--- config.mk ---
export PLATFORM = sky130hd
export DESIGN_NAME = seq_addr_ptr
export DESIGN_NICKNAME = d
export VERILOG_FILES = /design/src/rtl/seq_addr_ptr_pkg.sv /design/src/rtl/seq_addr_ptr_ctrl.sv /design/src/rtl/seq_addr_ptr_dp.sv /design/src/rtl/seq_addr_ptr.sv
export SDC_FILE = /design/constraint.sdc
export NUM_CORES = 1
export LEC_CHECK = 0
export BUFFER_PORTS_ARGS = -buffer_cell sky130_fd_sc_hd__buf_2
export CORE_MARGIN = 4
export CORE_UTILIZATION = 25
export CTS_CLUSTER_DIAMETER = 150
export DETAILED_ROUTE_END_ITERATION = 12
export HOLD_SLACK_MARGIN = 0.05
export MAX_ROUTING_LAYER = met4
export SETUP_SLACK_MARGIN = 0.4
export SYNTH_ARGS = -nofsm -noshare
export SYNTH_HDL_FRONTEND = slang
export SYNTH_SLANG_ARGS = --single-unit
--- constraint.sdc ---
create_clock -name clk -period 4 [get_ports clk]
set_input_delay 0.8 -clock clk [delete_from_list [all_inputs] [get_ports clk]]
set_output_delay 0.8 -clock clk [all_outputs]
set_load 0.05 [all_outputs]
--- src/rtl/seq_addr_ptr_pkg.sv ---
package seq_addr_ptr_pkg;

  // register port addresses
  localparam logic [2:0] ADDR_START1 = 3'd0;
  localparam logic [2:0] ADDR_END1   = 3'd1;
  localparam logic [2:0] ADDR_START2 = 3'd2;
  localparam logic [2:0] ADDR_END2   = 3'd3;
  localparam logic [2:0] ADDR_FLOW   = 3'd4;
  localparam logic [2:0] ADDR_FLAG   = 3'd5;
  localparam logic [2:0] ADDR_PTR    = 3'd6;

  localparam int FLOW_W = 5;
  localparam int REL_BIT = 4;

  localparam logic [1:0] MODE_CHAIN = 2'b00;
  localparam logic [1:0] MODE_STOP  = 2'b01;

  typedef enum logic [2:0] {
    PTR_HOLD,
    PTR_STEP,
    PTR_LOAD,
    PTR_GO1,
    PTR_GO2,
    PTR_SKIP
  } ptrOp_e;

  typedef enum logic [1:0] {
    ST_RUN,
    ST_HALT,
    ST_REL
  } runState_e;

  // strobes from control to datapath
  typedef struct packed {
    ptrOp_e     ptrOp;
    logic [3:0] cfgWr;   // [0] start1 [1] end1 [2] start2 [3] end2
    logic [1:0] flagClr;
    logic       grabEnd;
  } dpCmd_t;

endpackage

--- src/rtl/seq_addr_ptr_ctrl.sv ---
module seq_addr_ptr_ctrl
  import seq_addr_ptr_pkg::*;
(
  input  logic              clk,
  input  logic              rstN,
  input  logic              cntEn,
  input  logic              regWr,
  input  logic [2:0]        regAddr,
  input  logic [FLOW_W-1:0] wrLow,
  input  logic [1:0]        hit,
  output dpCmd_t            cmd,
  output logic [FLOW_W-1:0] flowCfg,
  output logic              halted,
  output logic              skipPend
);

  runState_e         stQ, stD;
  logic [FLOW_W-1:0] flowQ, flowD;
  logic [1:0]        selMode;
  logic              anyHit;

  assign anyHit  = |hit;
  // buffer 1 governs when both ends match
  assign selMode = hit[0] ? flowQ[1:0] : flowQ[3:2];

  always_comb begin
    cmd       = '0;
    cmd.ptrOp = PTR_HOLD;
    stD       = stQ;
    flowD     = flowQ;
    if (regWr) begin
      unique case (regAddr)
        ADDR_START1: cmd.cfgWr[0] = 1'b1;
        ADDR_END1:   cmd.cfgWr[1] = 1'b1;
        ADDR_START2: cmd.cfgWr[2] = 1'b1;
        ADDR_END2:   cmd.cfgWr[3] = 1'b1;
        ADDR_FLOW: begin
          flowD = wrLow;
          if (stQ == ST_HALT && !wrLow[REL_BIT]) stD = ST_REL;
        end
        ADDR_FLAG: cmd.flagClr = ~wrLow[1:0];
        ADDR_PTR: begin
          cmd.ptrOp = PTR_LOAD;
          stD       = ST_RUN;
        end
        default: begin
          cmd.ptrOp = wrLow[0] ? PTR_GO2 : PTR_GO1;
          stD       = ST_RUN;
        end
      endcase
    end else begin
      unique case (stQ)
        ST_HALT: ;
        ST_REL: begin
          if (cntEn) begin
            cmd.ptrOp = PTR_SKIP;
            stD       = ST_RUN;
          end else begin
            stD = ST_HALT;
          end
        end
        default: begin
          if (anyHit && selMode == MODE_STOP) begin
            cmd.grabEnd = 1'b1;
            stD         = ST_HALT;
            if (cntEn) cmd.ptrOp = PTR_STEP;
          end else if (cntEn) begin
            if (anyHit && selMode == MODE_CHAIN)
              cmd.ptrOp = (hit == 2'b01) ? PTR_GO2 : PTR_GO1;
            else
              cmd.ptrOp = PTR_STEP;
          end
        end
      endcase
    end
  end

  always_ff @(posedge clk or negedge rstN) begin
    if (!rstN) begin
      stQ   <= ST_RUN;
      flowQ <= '0;
    end else begin
      stQ   <= stD;
      flowQ <= flowD;
    end
  end

  assign flowCfg  = flowQ;
  assign halted   = (stQ == ST_HALT);
  assign skipPend = (stQ == ST_REL);

endmodule

--- src/rtl/seq_addr_ptr_dp.sv ---
module seq_addr_ptr_dp
  import seq_addr_ptr_pkg::*;
#(
  parameter int AW = 12,
  parameter int DW = 16
) (
  input  logic              clk,
  input  logic              rstN,
  input  dpCmd_t            cmd,
  input  logic [AW-1:0]     wrAddr,
  input  logic [2:0]        rdAddr,
  input  logic [FLOW_W-1:0] flowCfg,
  output logic [AW-1:0]     ptr,
  output logic [1:0]        hit,
  output logic [1:0]        flag,
  output logic [AW-1:0]     end1,
  output logic [AW-1:0]     end2,
  output logic [DW-1:0]     rdData
);

  localparam int PAD = DW - AW;
  localparam int NBUF = 2;

  logic [AW-1:0] startQ [NBUF];
  logic [AW-1:0] endQ   [NBUF];
  logic [AW-1:0] ptrQ, ptrD, haltEndQ;
  logic          landed;

  always_comb begin
    unique case (cmd.ptrOp)
      PTR_STEP: ptrD = ptrQ + AW'(1);
      PTR_LOAD: ptrD = wrAddr;
      PTR_GO1:  ptrD = startQ[0];
      PTR_GO2:  ptrD = startQ[1];
      PTR_SKIP: ptrD = haltEndQ + AW'(2);
      default:  ptrD = ptrQ;
    endcase
  end

  assign landed = (cmd.ptrOp != PTR_HOLD);

  always_ff @(posedge clk or negedge rstN) begin
    if (!rstN) begin
      ptrQ     <= '0;
      haltEndQ <= '0;
    end else begin
      ptrQ <= ptrD;
      if (cmd.grabEnd) haltEndQ <= ptrQ;
    end
  end

  generate
    for (genvar b = 0; b < NBUF; b++) begin : g_buf
      logic flagQ;
      always_ff @(posedge clk or negedge rstN) begin
        if (!rstN) begin
          startQ[b] <= '0;
          endQ[b]   <= '0;
          flagQ     <= 1'b0;
        end else begin
          if (cmd.cfgWr[2*b])   startQ[b] <= wrAddr;
          if (cmd.cfgWr[2*b+1]) endQ[b]   <= wrAddr;
          if (landed && ptrD == endQ[b]) flagQ <= 1'b1;
          else if (cmd.flagClr[b])       flagQ <= 1'b0;
        end
      end
      assign hit[b]  = (ptrQ == endQ[b]);
      assign flag[b] = flagQ;
    end
  endgenerate

  always_comb begin
    unique case (rdAddr)
      ADDR_START1: rdData = {{PAD{1'b0}}, startQ[0]};
      ADDR_END1:   rdData = {{PAD{1'b0}}, endQ[0]};
      ADDR_START2: rdData = {{PAD{1'b0}}, startQ[1]};
      ADDR_END2:   rdData = {{PAD{1'b0}}, endQ[1]};
      ADDR_FLOW:   rdData = {{(DW-FLOW_W){1'b0}}, flowCfg};
      ADDR_FLAG:   rdData = {{(DW-2){1'b1}}, flag};
      ADDR_PTR:    rdData = {{PAD{1'b0}}, ptrQ};
      default:     rdData = '1;
    endcase
  end

  assign ptr  = ptrQ;
  assign end1 = endQ[0];
  assign end2 = endQ[1];

endmodule

--- src/rtl/seq_addr_ptr.sv ---
module seq_addr_ptr
  import seq_addr_ptr_pkg::*;
#(
  parameter int AW = 12,
  parameter int DW = 16
) (
  input  logic          clk,
  input  logic          rstN,
  input  logic          cntEn,
  input  logic          wrReq,
  input  logic          regWr,
  input  logic [2:0]    regAddr,
  input  logic [DW-1:0] regWdata,
  output logic [DW-1:0] regRdata,
  output logic [AW-1:0] ptr,
  output logic          memWrEn,
  output logic          halted,
  output logic          eob1N,
  output logic          eob2N
);

  dpCmd_t            cmd;
  logic [FLOW_W-1:0] flowCfg;
  logic [1:0]        hit, flag;
  logic [AW-1:0]     end1, end2;
  logic              skipPend;

  seq_addr_ptr_ctrl u_ctrl (
    .clk      (clk),
    .rstN     (rstN),
    .cntEn    (cntEn),
    .regWr    (regWr),
    .regAddr  (regAddr),
    .wrLow    (regWdata[FLOW_W-1:0]),
    .hit      (hit),
    .cmd      (cmd),
    .flowCfg  (flowCfg),
    .halted   (halted),
    .skipPend (skipPend)
  );

  seq_addr_ptr_dp #(.AW(AW), .DW(DW)) u_dp (
    .clk     (clk),
    .rstN    (rstN),
    .cmd     (cmd),
    .wrAddr  (regWdata[AW-1:0]),
    .rdAddr  (regAddr),
    .flowCfg (flowCfg),
    .ptr     (ptr),
    .hit     (hit),
    .flag    (flag),
    .end1    (end1),
    .end2    (end2),
    .rdData  (regRdata)
  );

  assign memWrEn = wrReq & ~halted;
  assign eob1N   = ~flag[0];
  assign eob2N   = ~flag[1];

endmodule

* Yosys cells after proc, flatten, opt, wreduce, memory -nomap -nowiden
Cells that the tools add are included.
** Word-level totals
- Bits in registers :: 81
- Logic and storage cells :: 89
- Output and inout port bits :: 32
** Cells by class
- Multiplexer cells :: 32
- Reduce and logical (&&, ||, !) cells :: 18
- Equal/unequal tests :: 22
- Add/subtract/negate cells :: 2
- Bitwise gates (word level) :: 5
** Operators by type and width (count)
- $pmux 16 s7 :: 1
- $pmux 12 s5 :: 1
- $eq 12x12->1 :: 4
- $mux 3 :: 7
- $eq 3x3->1 const B :: 5
- $mux 1 :: 13
- $add 12x1->12 const B :: 1
- $add 12x2->12 const B :: 1
- $eq 3x2->1 const B :: 4
- $pmux 3 s2 :: 2
- $mux 2 :: 5
- $pmux 2 s2 :: 2
- $eq 2x1->1 const B :: 3
- $eq 3x1->1 const B :: 2
- $mux 6 :: 1
- $reduce_bool 3->1 :: 2
- $reduce_or 6->1 :: 1
- $logic_and 1x1->1 :: 5
- $reduce_or 5->1 :: 1
- $ne 2x2->1 const B :: 2
- $reduce_and 4->1 :: 1
- $reduce_bool 2->1 :: 2
- $reduce_or 2->1 :: 2
- $logic_not 3->1 :: 1
- other kinds (8) :: 10

* Depth between registers and ports, before layout
- Depth after elaboration :: 14
- Depth in mapped cells :: 15
- Gate-level depth less buffers :: 13

* Modules after synthesis
From an unflattened synthesis, not the netlist that was laid out.
** Second synthesis, totals
- Cell total of the unflattened synthesis :: 637
- Area, all modules :: 5890.6 sq um
** By module, submodules not included
- seq_addr_ptr_dp :: cells an instance 575, times used 1, area each 5317.6 sq um
- seq_addr_ptr_ctrl :: cells an instance 59, times used 1, area each 551.8 sq um
- seq_addr_ptr :: cells an instance 3, times used 1, area each 21.3 sq um

* Worst setup path before layout
OpenSTA, ideal clock, no wires.
- Kind :: input -> output
- Start :: input port regAddr[1]
- End :: output port regRdata[0]
- Buffers on the path :: 3
- Slack :: 0.555 ns
- Arrival time :: 2.645 ns
- Stages on the path :: 5
- Cell sequence :: clkbuf_1 -> buf_1 -> clkbuf_1 -> mux2i_1 -> o221ai_1
** Between the ends
- Word-level cells in the longest chain between the ends :: 2
- Elaborated cells on any way between the ends :: 8
- Those cells by class :: eq/ne: 6; mux: 1; reduce/logical: 1
** RTL lines
- start: declaration :: RTL line seq_addr_ptr.sv:12 : input logic [2:0] regAddr,
- $eq 3x3->1, or another cell as far along :: RTL line seq_addr_ptr_dp.sv:73 : unique case (rdAddr)
- $pmux 16 s7 * :: RTL line seq_addr_ptr_dp.sv:73
- end: declaration :: RTL line seq_addr_ptr.sv:14 : output logic [DW-1:0] regRdata,
Mark *: on every way between the ends. The rest lies on a longest branch, timed or not.

* Worst setup path in the final report
- Start :: register u_dp.ptrQ[6], in the netlist u_dp.ptr[6]
- End :: register u_dp.g_buf[0].flagQ
** Between the ends
- Word-level cells in the longest chain between the ends :: 14
- Elaborated cells on any way between the ends :: 27
- Those cells by class :: add/sub: 1; eq/ne: 10; mux: 9; reduce/logical: 7
** RTL lines
- start: declaration :: RTL line seq_addr_ptr_dp.sv:26 : logic [AW-1:0] ptrQ, ptrD, haltEndQ;
- start signal: assignment :: RTL line seq_addr_ptr_dp.sv:47 : ptrQ <= ptrD;
- $eq 12x12->1 :: RTL line seq_addr_ptr_dp.sv:67 : assign hit[b] = (ptrQ == endQ[b]);
- $mux 2 :: RTL line seq_addr_ptr_ctrl.sv:24 : assign selMode = hit[0] ? flowQ[1:0] : flowQ[3:2];
- $logic_not 2->1 :: RTL line seq_addr_ptr_ctrl.sv:68 : if (anyHit && selMode == MODE_CHAIN)
- $logic_and 1x1->1 :: RTL line seq_addr_ptr_ctrl.sv:68
- $mux 3 :: RTL line seq_addr_ptr_ctrl.sv:68
- $mux 3 :: RTL line seq_addr_ptr_ctrl.sv:67 : end else if (cntEn) begin
- $mux 3 :: RTL line seq_addr_ptr_ctrl.sv:63 : if (anyHit && selMode == MODE_STOP) begin
- $pmux 3 s2 :: RTL line seq_addr_ptr_ctrl.sv:52 : unique case (stQ)
- $mux 3 :: RTL line seq_addr_ptr_ctrl.sv:31 : if (regWr) begin
- $eq 3x3->1, or another cell as far along :: RTL line seq_addr_ptr_dp.sv:30 : unique case (cmd.ptrOp)
- $pmux 12 s5 :: RTL line seq_addr_ptr_dp.sv:30
- $eq 12x12->1 :: RTL line seq_addr_ptr_dp.sv:63 : if (landed && ptrD == endQ[b]) flagQ <= 1'b1;
- $logic_and 1x1->1 * :: RTL line seq_addr_ptr_dp.sv:63
- $mux 1 / $reduce_bool 2->1 (equally long branches)
- end signal: assignment :: RTL line seq_addr_ptr_dp.sv:59 : flagQ <= 1'b0;
- end signal: assignment :: RTL line seq_addr_ptr_dp.sv:63
- end signal: assignment :: RTL line seq_addr_ptr_dp.sv:64 : else if (cmd.flagClr[b]) flagQ <= 1'b0;
- end: declaration :: RTL line seq_addr_ptr_dp.sv:54 : logic flagQ;
Marked as above.
A chain may end at the register's enable or synchronous reset.

==> out/metrics.csv <==
metric,value,unit
# port buffers,51,
initial antenna violation count,0,
Crit-path slowest cell,or4_4,
combinational power share,44.5,%
largest net degree at the start of global routing,62,
drt total wl,19.6,mm
worst path cell trace,xnor2_1 -> nand4_1 -> or4_4 -> o211a_4 -> buf_4 -> nor3_4 -> buf_4 -> nand2_1 -> and3_1 -> xor2_1 -> nand4_1 -> o31ai_1,
worst path required time,4.24,ns
Slew headroom,42.8,%
post-synthesis area per instance,9.58,um^2
routed vias,5056,
"setup slack, reg-to-reg",0.49,ns
hold path start,u_ctrl.flowCfg[4],
Max Freq,285,MHz
WHS,0.507,ns
die area,24800,um^2
Critical Path End Type,flop,
Yosys warning total,0,
Hold Crit Depth,1,
CP Launch Type,flop,
Yosys cell types,63,
clk sinks,81,
global-route wire length before repair,30.7,mm
dominant synthesized flop cell,dfrtp_1,
Congestion Overflow GR,0,
Max-cap violations,0,
wire per inst,21.0,um
vias per inst,5.41,
H-tree depth,3,
CP max stage delay,0.60,ns
site row count,54,
sw power,0.00163,W
Final Cell Area,6780,um^2
DRC viols,0,
"commonest non-fill, non-tap cell in the layout",dfrtp_1,
Tcrit/Tclk final,87.7,%
most frequent cells in the layout,"dfrtp_1 (79), mux2_2 (60), buf_4 (52)",
synth-to-layout area growth,21.6,%
"flops & latches, synth",81,
RD Place Congestion,0.966,
Least-Margin Pin Slew,0.859,ns
Synth top area share,36.3,%
clock slew at reported path FFs,0.06,ns
Clock Root Buffer,clkbuf_16,
worst-path fanout max,14,
# nets final,678,
largest area contributor in the netlist,dfrtp_1,
Total GRT Usage,16.8,%
Antenna Violating Nets Remaining,0,
Inserted Clock Buffers,9,
P_int,0.00215,W
"EDFF count, synth",0,
syn_nets,610,
vias in the first global route,5086,
Final Hold Viols,0,
Tmin final,3.51,ns
io pins,56,
Starting DRT DRC Count,469,
Post-Syn Area,5580,um^2
CTS tree,done,
Die W,157,um
Syn Inst Count,582,
detailed placement HPWL,14.9,mm
RSZ-0062 raised after global routing,true,
sequential power share,32.6,%
pwr/cell area,557,nW/um^2
outcome,finished clean,
Clock Skew,0.00933,ns
hold path endpoint,u_ctrl.flowCfg[4],
starting density of the core,25.5,%
Clock Power Share,23.0,%
core area,21900,um^2
"Async S/R FF share, synth",100,%
buffer levels on the longest clock path,2,
HP Class,flop to flop,
WS Path Type,flop to flop,
Clock Latency Late Sink,0.36,ns
post-synthesis sequential area ratio,36.3,%
reg2reg start,u_dp.ptr[6],
total negative slack,0,ns
worst vdd ir,251,uV
Placement Cell Area,6400,um^2
sw frac,43.2,%
"Slew Viols, Final",0,
DRT Pass-1 Iters,6,
n_diodes,0,
Final setup viols,0,
Synth area leaders,"dfrtp_1 (36%), mux2_2 (12%), xnor2_1 (6.1%), nand2_1 (2.6%), xor2_1 (2.2%)",
die height,157,um
Post-CTS Hold Buffers,0,
leakage power,2.74,nW
WP data arrival,3.75,ns
share of cells above drive strength 1,32.2,%
worst r2r dst,u_dp.g_buf[0].flagQ,
R2R cell count,12,
## worst max path at each step
stage | to | slack [ns] | from
2_1_floorplan | regRdata[0] | 0.56 | regAddr[1]
3_3_place_gp | u_dp.g_buf[0].flagQ | 0.30 | cntEn
3_5_place_dp | u_dp.g_buf[0].flagQ | 0.30 | regAddr[1]
4_1_cts | u_dp.g_buf[1].flagQ | 0.44 | u_dp.ptr[2]
5_1_grt | u_dp.g_buf[0].flagQ | 0.38 | u_dp.ptr[5]
6_report | u_dp.g_buf[0].flagQ | 0.49 | u_dp.ptr[6]
## through the flow
stage,utilization (%),setup slack [ns],cells,power (W)
2_1_floorplan,-,0.555,582,0.00231
3_3_place_gp,29.2,0.301,919,0.00287
3_5_place_dp,29.2,0.304,919,0.00287
4_1_cts,30.6,0.436,935,0.00375
5_1_grt,31.0,0.381,935,0.00398
6_report,31.0,0.492,935,0.00378
## critical path, delay by kind of cell, from the launching register on
kind | cells | cell delay [ns]
AO/OA/AOI/OAI | 2 | 0.57
XOR/XNOR | 2 | 0.45
flip-flops | 1 | 0.45
AND/OR/NAND/NOR | 6 | 1.52
buffers and inverters | 2 | 0.40
## power groups by stage
stage	logic, W	registers, W	clock network [W]
floorplan	0.00103	0.00128	0
finish	0.00168	0.00123	0.000868
global placement	0.00164	0.00123	0
global route	0.00180	0.00125	0.000924
CTS	0.00165	0.00122	0.000884
detailed placement	0.00163	0.00123	0
## routing by layer
metal	part of all wire [%]	track usage, %	vias to the layer above
li1	-	-	2322
met1	45	22.3	2527
met2	47	25.9	173
met3	5.9	3.00	34
met4	2.7	5.82	0
met5	0	-	-
## cell usage after synthesis (8+ instances only)
| master | n |
|---|---|
| buf_2 | 10 |
| a21oi_1 | 23 |
| a22oi_1 | 8 |
| o21ai_0 | 22 |
| xor2_1 | 14 |
| nand2_1 | 39 |
| nor4_1 | 8 |
| o211ai_1 | 8 |
| nand4_1 | 16 |
| inv_1 | 24 |
| xnor2_1 | 39 |
| a31oi_1 | 12 |
| dfrtp_1 | 81 |
| and3_1 | 12 |
| nor2_1 | 22 |
| mux2_2 | 60 |
| o22ai_1 | 8 |
| and4_1 | 8 |
| nand3_1 | 14 |
| mux2i_1 | 11 |
| a221oi_1 | 8 |
| clkbuf_1 | 25 |
## cells by family after synthesis
group	synth area share (%)
mux	14.1
xor+xnor	9.20
compound gates	19.5
buf+inv	5.88
simple gates	14.1
fa+ha+maj	0.897
flops	36.3
## sequential cells by signal, indices dropped and copies added (netlist names)
register / flops
u_dp.startQ: 24
u_dp.end1: 12
u_dp.end2: 12
u_dp.haltEndQ: 12
u_dp.ptr: 12
u_ctrl.flowCfg: 5
u_ctrl.stQ: 2
u_dp.g_buf.flagQ: 2
## layout make-up
cell class              count  area, um^2
well taps                 280         350
fillers                  2338       15100
inverters                  25        93.8
multi-input cells         429        3320
flip-flops and latches     81        2030
clock buffers              10         239
clock inverters             6        66.3
repair buffers            104         681
## repair_timing
action,4_1_cts,5_1_grt
gates resized for setup,1,17
pin swaps,0,1
endpoints found under the hold margin,0,0
setup buffers,0,0
gates cloned,0,0
endpoints found under the setup margin,1,2
No activity file was read; power rests on OpenSTA's default activity.
